--- config.mk ---
export PLATFORM = sky130hd
export DESIGN_NAME = telem_seq_ctrl
export DESIGN_NICKNAME = d
export VERILOG_FILES = /design/src/rtl/telem_pkg.sv /design/src/rtl/tsc_clk_gen.sv /design/src/rtl/tsc_chip_clk.sv /design/src/rtl/tsc_seq_fsm.sv /design/src/rtl/telem_seq_ctrl.sv
export SDC_FILE = /design/constraint.sdc
export NUM_CORES = 1
export LEC_CHECK = 0
export BUFFER_PORTS_ARGS = -buffer_cell sky130_fd_sc_hd__buf_2
export CORE_MARGIN = 4
export CORE_UTILIZATION = 61
export CTS_BUF_LIST = sky130_fd_sc_hd__clkbuf_8 sky130_fd_sc_hd__clkbuf_16
export DETAILED_ROUTE_END_ITERATION = 16
export PLACE_DENSITY = 0.89
export SKIP_CTS_REPAIR_TIMING = 1
export SYNTH_ARGS = -nofsm -noshare
export SYNTH_HDL_FRONTEND = slang
export SYNTH_SLANG_ARGS = --single-unit
--- constraint.sdc ---
create_clock -name clk -period 3.3 [get_ports clk]
set_clock_uncertainty 0.15 [all_clocks]
set_input_delay 0.495 -clock clk [delete_from_list [all_inputs] [get_ports clk]]
set_output_delay 0.495 -clock clk [all_outputs]
set_load 0.01 [all_outputs]
--- src/rtl/telem_pkg.sv ---
// Shared definitions for the telemetry sequence controller.
// Assumes nothing beyond SystemVerilog packages being compiled first.
package telem_pkg;

    // Sequencer phases, in the order the routine visits them.
    typedef enum logic [2:0] {
        ST_BOOT       = 3'd0,
        ST_ACQ_SETTLE = 3'd1,
        ST_CONV_START = 3'd2,
        ST_CONV_WAIT  = 3'd3,
        ST_CONV_WRITE = 3'd4,
        ST_TX_SETTLE  = 3'd5,
        ST_TX_RUN     = 3'd6,
        ST_SLEEP      = 3'd7
    } seq_state_t;

endpackage

--- src/rtl/tsc_clk_gen.sv ---
// Base and system clock-enable generator.
// Divides the reference clock by BASE_DIV to form a base strobe, then
// divides the base strobe by 2^clk_div_sel to form sys_tick.
// Assumes clk_div_sel is static outside reset and 2^clk_div_sel <= MAX_SYS_DIV.
module tsc_clk_gen #(
    parameter int BASE_DIV    = 4,
    parameter int MAX_SYS_DIV = 8
) (
    input  logic       clk,
    input  logic       rst_n,
    input  logic [1:0] clk_div_sel,
    output logic       sys_tick
);
    localparam int BASE_W = (BASE_DIV > 1) ? $clog2(BASE_DIV) : 1;
    localparam int DIV_W  = (MAX_SYS_DIV > 1) ? $clog2(MAX_SYS_DIV) : 1;

    logic [BASE_W-1:0] base_cnt;
    logic              base_tick;

    // Free-running base prescaler.
    always_ff @(posedge clk) begin
        if (!rst_n) begin
            base_cnt <= '0;
        end else if (base_tick) begin
            base_cnt <= '0;
        end else begin
            base_cnt <= base_cnt + BASE_W'(1);
        end
    end

    // Base strobe on the last count of the prescaler.
    always_comb base_tick = (base_cnt == BASE_W'(BASE_DIV - 1));

    generate
        if (MAX_SYS_DIV > 1) begin : g_sys_div
            logic [DIV_W-1:0] div_cnt;
            logic [DIV_W-1:0] div_lim;

            // Terminal count for the selected division.
            always_comb div_lim = DIV_W'((32'd1 << clk_div_sel) - 32'd1);

            // Counts base strobes up to the selected limit.
            always_ff @(posedge clk) begin
                if (!rst_n) begin
                    div_cnt <= '0;
                end else if (base_tick) begin
                    if (div_cnt == div_lim) begin
                        div_cnt <= '0;
                    end else begin
                        div_cnt <= div_cnt + DIV_W'(1);
                    end
                end
            end

            // System strobe when the base strobe lands on the terminal count.
            always_comb sys_tick = base_tick && (div_cnt == div_lim);
        end else begin : g_sys_direct
            // No further division configured.
            always_comb sys_tick = base_tick;
        end
    endgenerate

endmodule

--- src/rtl/tsc_chip_clk.sv ---
// PN chip-clock gate and spread-data divider.
// pn_tick is the system strobe gated by pn_en; sp_tick marks every SP_DIV-th
// pn_tick since pn_en rose. The divider restarts whenever pn_en is low.
// Assumes pn_en changes only on system ticks.
module tsc_chip_clk #(
    parameter int SP_DIV = 63
) (
    input  logic clk,
    input  logic rst_n,
    input  logic sys_tick,
    input  logic pn_en,
    output logic pn_tick,
    output logic sp_tick
);
    localparam int SP_W = (SP_DIV > 1) ? $clog2(SP_DIV) : 1;

    logic [SP_W-1:0] sp_cnt;

    // Gate the chip clock with the transmit enable.
    always_comb pn_tick = sys_tick && pn_en;

    // Spread-data strobe on the last chip of each group.
    always_comb sp_tick = pn_tick && (sp_cnt == SP_W'(SP_DIV - 1));

    // Chip counter within one spread-data bit.
    always_ff @(posedge clk) begin
        if (!rst_n || !pn_en) begin
            sp_cnt <= '0;
        end else if (sp_tick) begin
            sp_cnt <= '0;
        end else if (pn_tick) begin
            sp_cnt <= sp_cnt + SP_W'(1);
        end
    end

endmodule

--- src/rtl/tsc_seq_fsm.sv ---
// Acquire / transmit / sleep sequencer.
// Advances only on sys_tick. One shared counter times the settle waits,
// the packet length (in sp_tick pulses) and the sleep interval.
// Assumes adc_done is held until the write strobe and sleep_sel is static.
module tsc_seq_fsm
    import telem_pkg::*;
#(
    parameter int SETTLE_CLKS = 1024,
    parameter int NUM_CHAN    = 4,
    parameter int PKT_BITS    = 65,
    parameter int SLEEP_LONG  = 7160000,
    parameter int SLEEP_MID   = 895000,
    parameter int SLEEP_SHORT = 111875
) (
    input  logic                        clk,
    input  logic                        rst_n,
    input  logic                        sys_tick,
    input  logic                        sp_tick,
    input  logic                        adc_done,
    input  logic [1:0]                  sleep_sel,
    output logic                        acq_pwr_en,
    output logic                        tx_pwr_en,
    output logic                        pn_clk_en,
    output logic                        ser_shift_en,
    output logic                        adc_start,
    output logic                        mem_wr,
    output logic [$clog2(NUM_CHAN)-1:0] chan_sel
);
    localparam int CH_W  = $clog2(NUM_CHAN);
    localparam int MAX_A = (SETTLE_CLKS > PKT_BITS) ? SETTLE_CLKS : PKT_BITS;
    localparam int MAX_B = (SLEEP_LONG > SLEEP_MID) ? SLEEP_LONG : SLEEP_MID;
    localparam int MAX_C = (MAX_B > SLEEP_SHORT) ? MAX_B : SLEEP_SHORT;
    localparam int MAX_N = (MAX_A > MAX_C) ? MAX_A : MAX_C;
    localparam int CNT_W = $clog2(MAX_N + 1);

    seq_state_t       state;
    logic [CNT_W-1:0] cnt;
    logic [CNT_W-1:0] sleep_lim;
    logic [CH_W-1:0]  chan;

    // Sleep length picked by the jumper setting; code 3 means no sleep.
    always_comb begin
        case (sleep_sel)
            2'd0:    sleep_lim = CNT_W'(SLEEP_LONG);
            2'd1:    sleep_lim = CNT_W'(SLEEP_MID);
            2'd2:    sleep_lim = CNT_W'(SLEEP_SHORT);
            default: sleep_lim = '0;
        endcase
    end

    // Phase sequencing, counting and channel stepping.
    always_ff @(posedge clk) begin
        if (!rst_n) begin
            state <= ST_BOOT;
            cnt   <= '0;
            chan  <= '0;
        end else if (sys_tick) begin
            case (state)
                ST_BOOT: begin
                    state <= ST_ACQ_SETTLE;
                    cnt   <= '0;
                end
                ST_ACQ_SETTLE: begin
                    if (cnt == CNT_W'(SETTLE_CLKS - 1)) begin
                        state <= ST_CONV_START;
                        cnt   <= '0;
                        chan  <= '0;
                    end else begin
                        cnt <= cnt + CNT_W'(1);
                    end
                end
                ST_CONV_START: state <= ST_CONV_WAIT;
                ST_CONV_WAIT: begin
                    if (adc_done) begin
                        state <= ST_CONV_WRITE;
                    end
                end
                ST_CONV_WRITE: begin
                    if (chan == CH_W'(NUM_CHAN - 1)) begin
                        state <= ST_TX_SETTLE;
                        cnt   <= '0;
                    end else begin
                        chan  <= chan + CH_W'(1);
                        state <= ST_CONV_START;
                    end
                end
                ST_TX_SETTLE: begin
                    if (cnt == CNT_W'(SETTLE_CLKS - 1)) begin
                        state <= ST_TX_RUN;
                        cnt   <= '0;
                    end else begin
                        cnt <= cnt + CNT_W'(1);
                    end
                end
                ST_TX_RUN: begin
                    if (sp_tick) begin
                        if (cnt == CNT_W'(PKT_BITS - 1)) begin
                            cnt   <= '0;
                            state <= (sleep_lim == '0) ? ST_ACQ_SETTLE : ST_SLEEP;
                        end else begin
                            cnt <= cnt + CNT_W'(1);
                        end
                    end
                end
                ST_SLEEP: begin
                    if (cnt == sleep_lim - CNT_W'(1)) begin
                        state <= ST_ACQ_SETTLE;
                        cnt   <= '0;
                    end else begin
                        cnt <= cnt + CNT_W'(1);
                    end
                end
                default: state <= ST_BOOT;
            endcase
        end
    end

    // Output decode from the registered phase.
    always_comb begin
        acq_pwr_en   = (state == ST_ACQ_SETTLE) || (state == ST_CONV_START) ||
                       (state == ST_CONV_WAIT)  || (state == ST_CONV_WRITE);
        tx_pwr_en    = (state == ST_TX_SETTLE) || (state == ST_TX_RUN);
        pn_clk_en    = (state == ST_TX_RUN);
        ser_shift_en = (state == ST_TX_RUN);
        adc_start    = (state == ST_CONV_START);
        mem_wr       = (state == ST_CONV_WRITE);
        chan_sel     = chan;
    end

endmodule

--- src/rtl/telem_seq_ctrl.sv ---
// Top of the duty-cycled telemetry sequence controller.
// Ties together the clock-enable generator, the chip-clock gate and the
// phase sequencer. Every divided clock is presented as a one-cycle enable.
// Assumes clk_div_sel and sleep_sel change only while rst_n is low.
module telem_seq_ctrl #(
    parameter int BASE_DIV    = 4,
    parameter int MAX_SYS_DIV = 8,
    parameter int SETTLE_CLKS = 1024,
    parameter int NUM_CHAN    = 4,
    parameter int SP_DIV      = 63,
    parameter int PKT_BITS    = 65,
    parameter int SLEEP_LONG  = 7160000,
    parameter int SLEEP_MID   = 895000,
    parameter int SLEEP_SHORT = 111875
) (
    input  logic                        clk,
    input  logic                        rst_n,
    input  logic [1:0]                  clk_div_sel,
    input  logic [1:0]                  sleep_sel,
    input  logic                        adc_done,
    output logic                        sys_tick,
    output logic                        pn_tick,
    output logic                        sp_tick,
    output logic                        acq_pwr_en,
    output logic                        tx_pwr_en,
    output logic                        pn_clk_en,
    output logic                        ser_shift_en,
    output logic                        adc_start,
    output logic                        mem_wr,
    output logic [$clog2(NUM_CHAN)-1:0] chan_sel
);

    tsc_clk_gen #(
        .BASE_DIV    (BASE_DIV),
        .MAX_SYS_DIV (MAX_SYS_DIV)
    ) u_clk_gen (
        .clk         (clk),
        .rst_n       (rst_n),
        .clk_div_sel (clk_div_sel),
        .sys_tick    (sys_tick)
    );

    tsc_chip_clk #(
        .SP_DIV   (SP_DIV)
    ) u_chip_clk (
        .clk      (clk),
        .rst_n    (rst_n),
        .sys_tick (sys_tick),
        .pn_en    (pn_clk_en),
        .pn_tick  (pn_tick),
        .sp_tick  (sp_tick)
    );

    tsc_seq_fsm #(
        .SETTLE_CLKS  (SETTLE_CLKS),
        .NUM_CHAN     (NUM_CHAN),
        .PKT_BITS     (PKT_BITS),
        .SLEEP_LONG   (SLEEP_LONG),
        .SLEEP_MID    (SLEEP_MID),
        .SLEEP_SHORT  (SLEEP_SHORT)
    ) u_fsm (
        .clk          (clk),
        .rst_n        (rst_n),
        .sys_tick     (sys_tick),
        .sp_tick      (sp_tick),
        .adc_done     (adc_done),
        .sleep_sel    (sleep_sel),
        .acq_pwr_en   (acq_pwr_en),
        .tx_pwr_en    (tx_pwr_en),
        .pn_clk_en    (pn_clk_en),
        .ser_shift_en (ser_shift_en),
        .adc_start    (adc_start),
        .mem_wr       (mem_wr),
        .chan_sel     (chan_sel)
    );

endmodule

Yosys cells after proc, flatten, opt, wreduce, memory -nomap -nowiden
Cells that the tools add are included.
{ "op_classes": {"addsub": 7, "n_eq_ne": 24, "shifts": 1, "n_mux": 20, "n_bitwise": 1, "n_reduce_logical": 21} }
{ "op_table": {"columns": ["op", "n"], "rows": [
  ["two-way mux 23 bit", 5],
  ["one-hot mux 23 bit (5 select lines)", 1],
  ["one-hot mux 23 bit (3 select lines)", 1],
  ["two-way mux 3 bit", 9],
  ["one-hot mux 3 bit (8 select lines)", 1],
  ["adder 23 x 1 -> 23 bit (second input constant)", 1],
  ["equality test 23 x 10 -> 1 bit (second input constant)", 1],
  ["equality test 23 bit", 1],
  ["equality test 23 x 7 -> 1 bit (second input constant)", 1],
  ["zero test 23 bit", 1],
  ["subtractor 23 x 1 -> 23 bit (second input constant)", 1],
  ["equality test 3 bit (second input constant)", 4],
  ["inequality test 2 x 1 -> 1 bit (second input constant)", 5],
  ["AND reduction 4 bit", 2],
  ["AND reduction 7 bit", 1],
  ["adder 6 x 1 -> 6 bit (second input constant)", 1],
  ["equality test 2 bit (second input constant)", 3],
  ["equality test 3 x 2 -> 1 bit (second input constant)", 2],
  ["equality test 6 bit (second input constant)", 1],
  ["inequality test 2 bit (second input constant)", 3],
  ["OR reduction 2 bit", 3],
  ["logical OR 1 bit", 5],
  ["nonzero test 5 bit", 1],
  ["adder 2 x 1 -> 2 bit (second input constant)", 2],
  ["other kinds (14)", 18]
]} }
{ "totals": {"reg_bits": 39, "input_bits": 7, "out_inout_bits": 11, "wordCells": 80} }

Depth between registers and ports, before layout
{ "depth": {"ltp_word": 8, "depth_mapped": 10, "ltp_nobuf": 8} }

Hierarchy
From an unflattened synthesis, not the netlist that was laid out.
{ "hier_totals": {"hier_cells": 360, "hier_area_um2": 2940.3} }
{ "by_module_without_submodules": {"columns": ["mod", "n_inst", "cells_per_inst", "area_each_um2", "seq_area_each_um2"], "rows": [
  ["tsc_seq_fsm", 1, 294, 2361.0, 560.5],
  ["tsc_chip_clk", 1, 36, 325.3, 120.1],
  ["tsc_clk_gen", 1, 30, 254.0, 100.1]
]} }

Worst setup path after synthesis
Ideal clock, no wire load.
{ "synth_timing": {"kind": "input -> register", "start": "input port sleep_sel[0]", "end": "register u_fsm.cnt[18]", "setup_time_ns": 0.131, "t_arrival_ns": 2.391, "t_required_ns": 3.019, "setup_slack_ns": 0.628, "stages": 9, "n_path_buf": 2, "path_cell_list": "ha_1 or4_1 a2111oi_0 and4_1 a211oi_1 buf_2 buf_2 o2111ai_1 o211ai_1"} }
{ "synth_between": {"elab_chain_len": 6, "word_cells_on_any_way": 8, "classes_between": "1 x add/sub; 3 x eq/ne; 3 x mux; 1 x reduce/logical"} }
{ "synth_lines": {"columns": ["item", "line", "rtl"], "rows": [
  ["from (decl)", "telem_seq_ctrl.sv:19", "input logic [1:0] sleep_sel,"],
  ["equality test 2 bit (tied with other cells)", "tsc_seq_fsm.sv:43", "case (sleep_sel)"],
  ["one-hot mux 23 bit (3 select lines) (*)", "tsc_seq_fsm.sv:43", null],
  ["subtractor 23 x 1 -> 23 bit (*)", "tsc_seq_fsm.sv:106", "if (cnt == sleep_lim - CNT_W'(1)) begin"],
  ["equality test 23 bit (*)", "tsc_seq_fsm.sv:106", null],
  ["two-way mux 23 bit (*)", "tsc_seq_fsm.sv:106", null],
  ["one-hot mux 23 bit (5 select lines) (*)", "tsc_seq_fsm.sv:58", "case (state)"],
  ["to (signal assigned)", "tsc_seq_fsm.sv:69", "cnt <= cnt + CNT_W'(1);"],
  ["to (signal assigned)", "tsc_seq_fsm.sv:101", "cnt <= cnt + CNT_W'(1);"],
  ["to (signal assigned)", "tsc_seq_fsm.sv:110", "cnt <= cnt + CNT_W'(1);"],
  ["to (decl)", "tsc_seq_fsm.sv:37", "logic [CNT_W-1:0] cnt;"]
]} }
Mark *: on every way between the ends. The rest lies on a longest branch, timed or not.
A chain may end at the register's enable or synchronous reset.

Worst setup path after layout
{ "layout_timing": {"start": "register u_fsm.cnt[0]", "end": "register u_fsm.cnt[19]"} }
{ "layout_between": {"elab_chain_len": 4, "word_cells_on_any_way": 9, "classes_between": "1 x add/sub; 3 x eq/ne; 5 x mux"} }
{ "layout_lines": {"columns": ["item", "line", "rtl"], "rows": [
  ["from (signal assigned)", "tsc_seq_fsm.sv:69", null],
  ["from (signal assigned)", "tsc_seq_fsm.sv:92", "cnt <= cnt + CNT_W'(1);"],
  ["from (signal assigned)", "tsc_seq_fsm.sv:101", null],
  ["adder 23 x 1 -> 23 bit or equality test 23 x 7 -> 1 bit (tied branches)", null, null],
  ["two-way mux 23 bit", "tsc_seq_fsm.sv:97", "if (cnt == CNT_W'(PKT_BITS - 1)) begin"],
  ["two-way mux 23 bit", "tsc_seq_fsm.sv:96", "if (sp_tick) begin"],
  ["one-hot mux 23 bit (5 select lines) (*)", "tsc_seq_fsm.sv:58", null]
]} }
Mark *: on every way between the ends. The rest lies on a longest branch, timed or not. The select of a mux whose other input is x is not followed.

==> key figures <==
STA
  – Hold Slack: 0.280 ns
  – Final Hold Vio Count: 0
  – Unrepaired setup endpoints after global routing: false
  – Final Max Tran Viols: 0
  – Fin crit share: 0.854
  – Rel. slew slack: 0.466
  – Fmax: 355 MHz
  – Worst-margin pin slew: 0.801 ns
  – Setup_tns: 0 ns
  – Fin crit period: 2.82 ns
  – Finish-stage setup viols: 0

Global routing
  – Largest net degree at the start of global routing: 25
  – Grt total ovfl: 0
  – Number of antenna violations at the first check in global routing: 0
  – Vias in the first global route: 2,663
  – Total global-route track usage: 0.271
  – First-pass GRT wire length: 11,800 um

Detailed routing
  – Vias: 2,866
  – Overall routed net length: 6970 um
  – ANT nets after route: 0
  – Via density: 6.91
  – WL/cell: 16.8 um
  – Drt first pass iters: 8
  – Detailed Route Iter0 Violations: 399
  – Residual DRC: 0

Clock network
  – CTS tree: yes
  – H-Tree Level Count: 2
  – CTS Buf Count: 5
  – CTS root buf: clkbuf_8
  – Clock Latency Late Sink: 0.30 ns
  – Clock Path Buffers: 2
  – Reg clk slew, reported paths: 0.07 ns
  – Clock sinks: 39

Synthesis
  – Post-synthesis async set-or-reset flop share: 0
  – Synth unique cells: 53
  – Mean area per synthesized cell: 7.56 sq um
  – Area leader, netlist: dfxtp_1
  – Top cells by area, synth: dfxtp_1, o211ai_1, ha_1
  – Syn Inst Count: 358
  – Top-count cell post-synth: dfxtp_1
  – EDFF count, synth: 0
  – Top-area cell type share of the netlist area: 0.288
  – Cell Area, Synth: 2710 sq um
  – Register area share after synthesis: 0.288
  – Commonest cells post-synth: dfxtp_1, nand2_1, nor2_1, a21oi_1, o211ai_1
  – Count of yosys warnings during synthesis: 0
  – Syn nets: 376
  – Most used flip-flop cell after synthesis: dfxtp_1
  – Yosys reg bits: 39

Hold path
  – Worst Hold Endpoint: u_clk_gen.base_cnt[0]$_SDFF_PP0_
  – Hold Path Stages: 1
  – Min-delay worst type: reg -> reg
  – Hold path startpoint: u_clk_gen.base_cnt[0]$_SDFF_PP0_

Worst setup path
  – CP Data Arrival Time: 2.85 ns
  – CP delay by family, top: compound AO/OA/AOI/OAI gates
  – FF-to-FF End: u_fsm.cnt[19]$_SDFFE_PN0P_
  – Reg-to-reg slack, setup: 0.48 ns
  – FF-to-FF path depth: 8
  – Worst r2r src: u_fsm.cnt[0]$_SDFFE_PN0P_
  – Crit-path max FO: 24
  – Slowest cell on the critical path: dfxtp_1
  – Setup CP Type: reg -> reg
  – Worst Setup End Kind: register
  – Crit start category: register
  – Critical path, cell by cell: ha_1 > and4_1 > nand3_1 > o311ai_1 > o21ai_2 > buf_4 > o31ai_1 > a21oi_1
  – Buffers and inverters on the worst path: 1
  – Max stage delay on crit path: 0.46 ns
  – CP required: 3.33 ns

Floorplanning
  – Die area: 5570 sq um
  – Die Y: 74.6 um
  – Initial Utilization: 0.653
  – IO Count: 18
  – Row count: 23
  – Core area: 4140 sq um
  – Die width: 74.6 um

Run
  – Maxcap violations: 0

Layout
  – Nets: 382
  – Final cell count without fillers: 415
  – Ratio of cells with drive above 1 in the final layout: 0.107
  – Fillers: 325
  – N_diodes: 0
  – Area Overhead vs Synth: 9.02%

Placement
  – Port Buffers: 17
  – Placed insts: 407
  – HPWL Detailed: 4880 um
  – GPL Wtd Cong: 0.899

Power
  – Pwr/cell area: 344 nW/um^2
  – Maximum vdd drop: 326 uV
  – Lkg Pwr: 1.06 nW

Outcome
  – Status: completed
-- per-stage QoR --
stage                      util  instance area [sq um]  total power [mW]  setup WS [ns]
after floorplan               -                   2710             0.531          0.628
after global placement    0.680                   2820             0.550          0.314
after detailed placement  0.680                   2820             0.552          0.210
after CTS                 0.712                   2950              1.02          0.520
after global routing      0.712                   2950              1.05          0.324
final                     0.712                   2950              1.01          0.482
-- layer usage --
metal | GRT usage | wire length [um] | vias to the layer above
li1 | - | - | 1349
met1 | 0.349 | 2880 | 1314
met2 | 0.420 | 3250 | 168
met3 | 0.0628 | 640 | 35
met4 | 0.142 | 198 | 0
met5 | 0 | 0 | -
-- cell usage in the layout (no fill, tap or decap), drive strengths merged, types with 7 or more instances in the layout --
master,n
and2,8
dfxtp,39
buf,28
a31oi,7
inv,15
nor2,29
o211ai,21
o31ai,7
a21oi,22
nor3,12
nand3,17
nand2,35
ha,11
nor4,12
o21ai,9
-- logic make-up (layout without fill, tap and decap cells) --
kind of cell             Yosys count  in the layout  share of synthesized area
XOR/XNOR                           9              9                     0.0291
AND/OR/NAND/NOR                  154            154                      0.299
AO/OA/AOI/OAI                    100            100                      0.256
multiplexers                       2              2                    0.00740
adder cells (fa/ha/maj)           11             11                     0.0509
flip-flops                        39             39                      0.288
buffers and inverters             43             50                     0.0693
-- state kept, by name, summed over array words and instances (netlist names) --
register	cells
u_fsm.cnt	23
u_fsm.state	3
u_fsm.chan_sel	2
u_chip_clk.sp_cnt	6
u_clk_gen.g_sys_div.div_cnt	3
u_clk_gen.base_cnt	2
-- worst max-delay path by stage --
stage                                          from                          end  slack, ns  cells after the start
after floorplan                        sleep_sel[0]   u_fsm.cnt[18]$_SDFFE_PN0P_       0.63                      9
after global placement                 sleep_sel[0]  u_fsm.state[1]$_SDFFE_PN0P_       0.31                      8
after detailed placement               sleep_sel[0]   u_fsm.cnt[11]$_SDFFE_PN0P_       0.21                      9
after CTS                              sleep_sel[0]   u_fsm.cnt[14]$_SDFFE_PN0P_       0.52                     10
after global routing      u_fsm.cnt[0]$_SDFFE_PN0P_   u_fsm.cnt[19]$_SDFFE_PN0P_       0.32                      8
final                     u_fsm.cnt[0]$_SDFFE_PN0P_   u_fsm.cnt[19]$_SDFFE_PN0P_       0.48                      8
-- layout make-up --
| type | instances | area (sq um) | share of cell area |
|---|---|---|---|
| well taps | 50 | 62.6 | 0.0212 |
| clock buffers | 5 | 68.8 | 0.0233 |
| repair buffers | 28 | 168 | 0.0568 |
| inverters | 14 | 52.6 | 0.0178 |
| clock inverters | 3 | 63.8 | 0.0216 |
| flip-flops and latches | 39 | 781 | 0.265 |
| multi-input cells | 276 | 1750 | 0.595 |
-- where the power goes --
part / internal (mW) / leakage (nW) / switching [mW] / total (mW)
clock: 0.299 / 0.0695 / 0.174 / 0.473
sequential: 0.475 / 0.315 / 0.00333 / 0.478
combinational: 0.0232 / 0.678 / 0.0407 / 0.0639
total: 0.797 / 1.06 / 0.218 / 1.01
(Power assumes the default switching activity.)
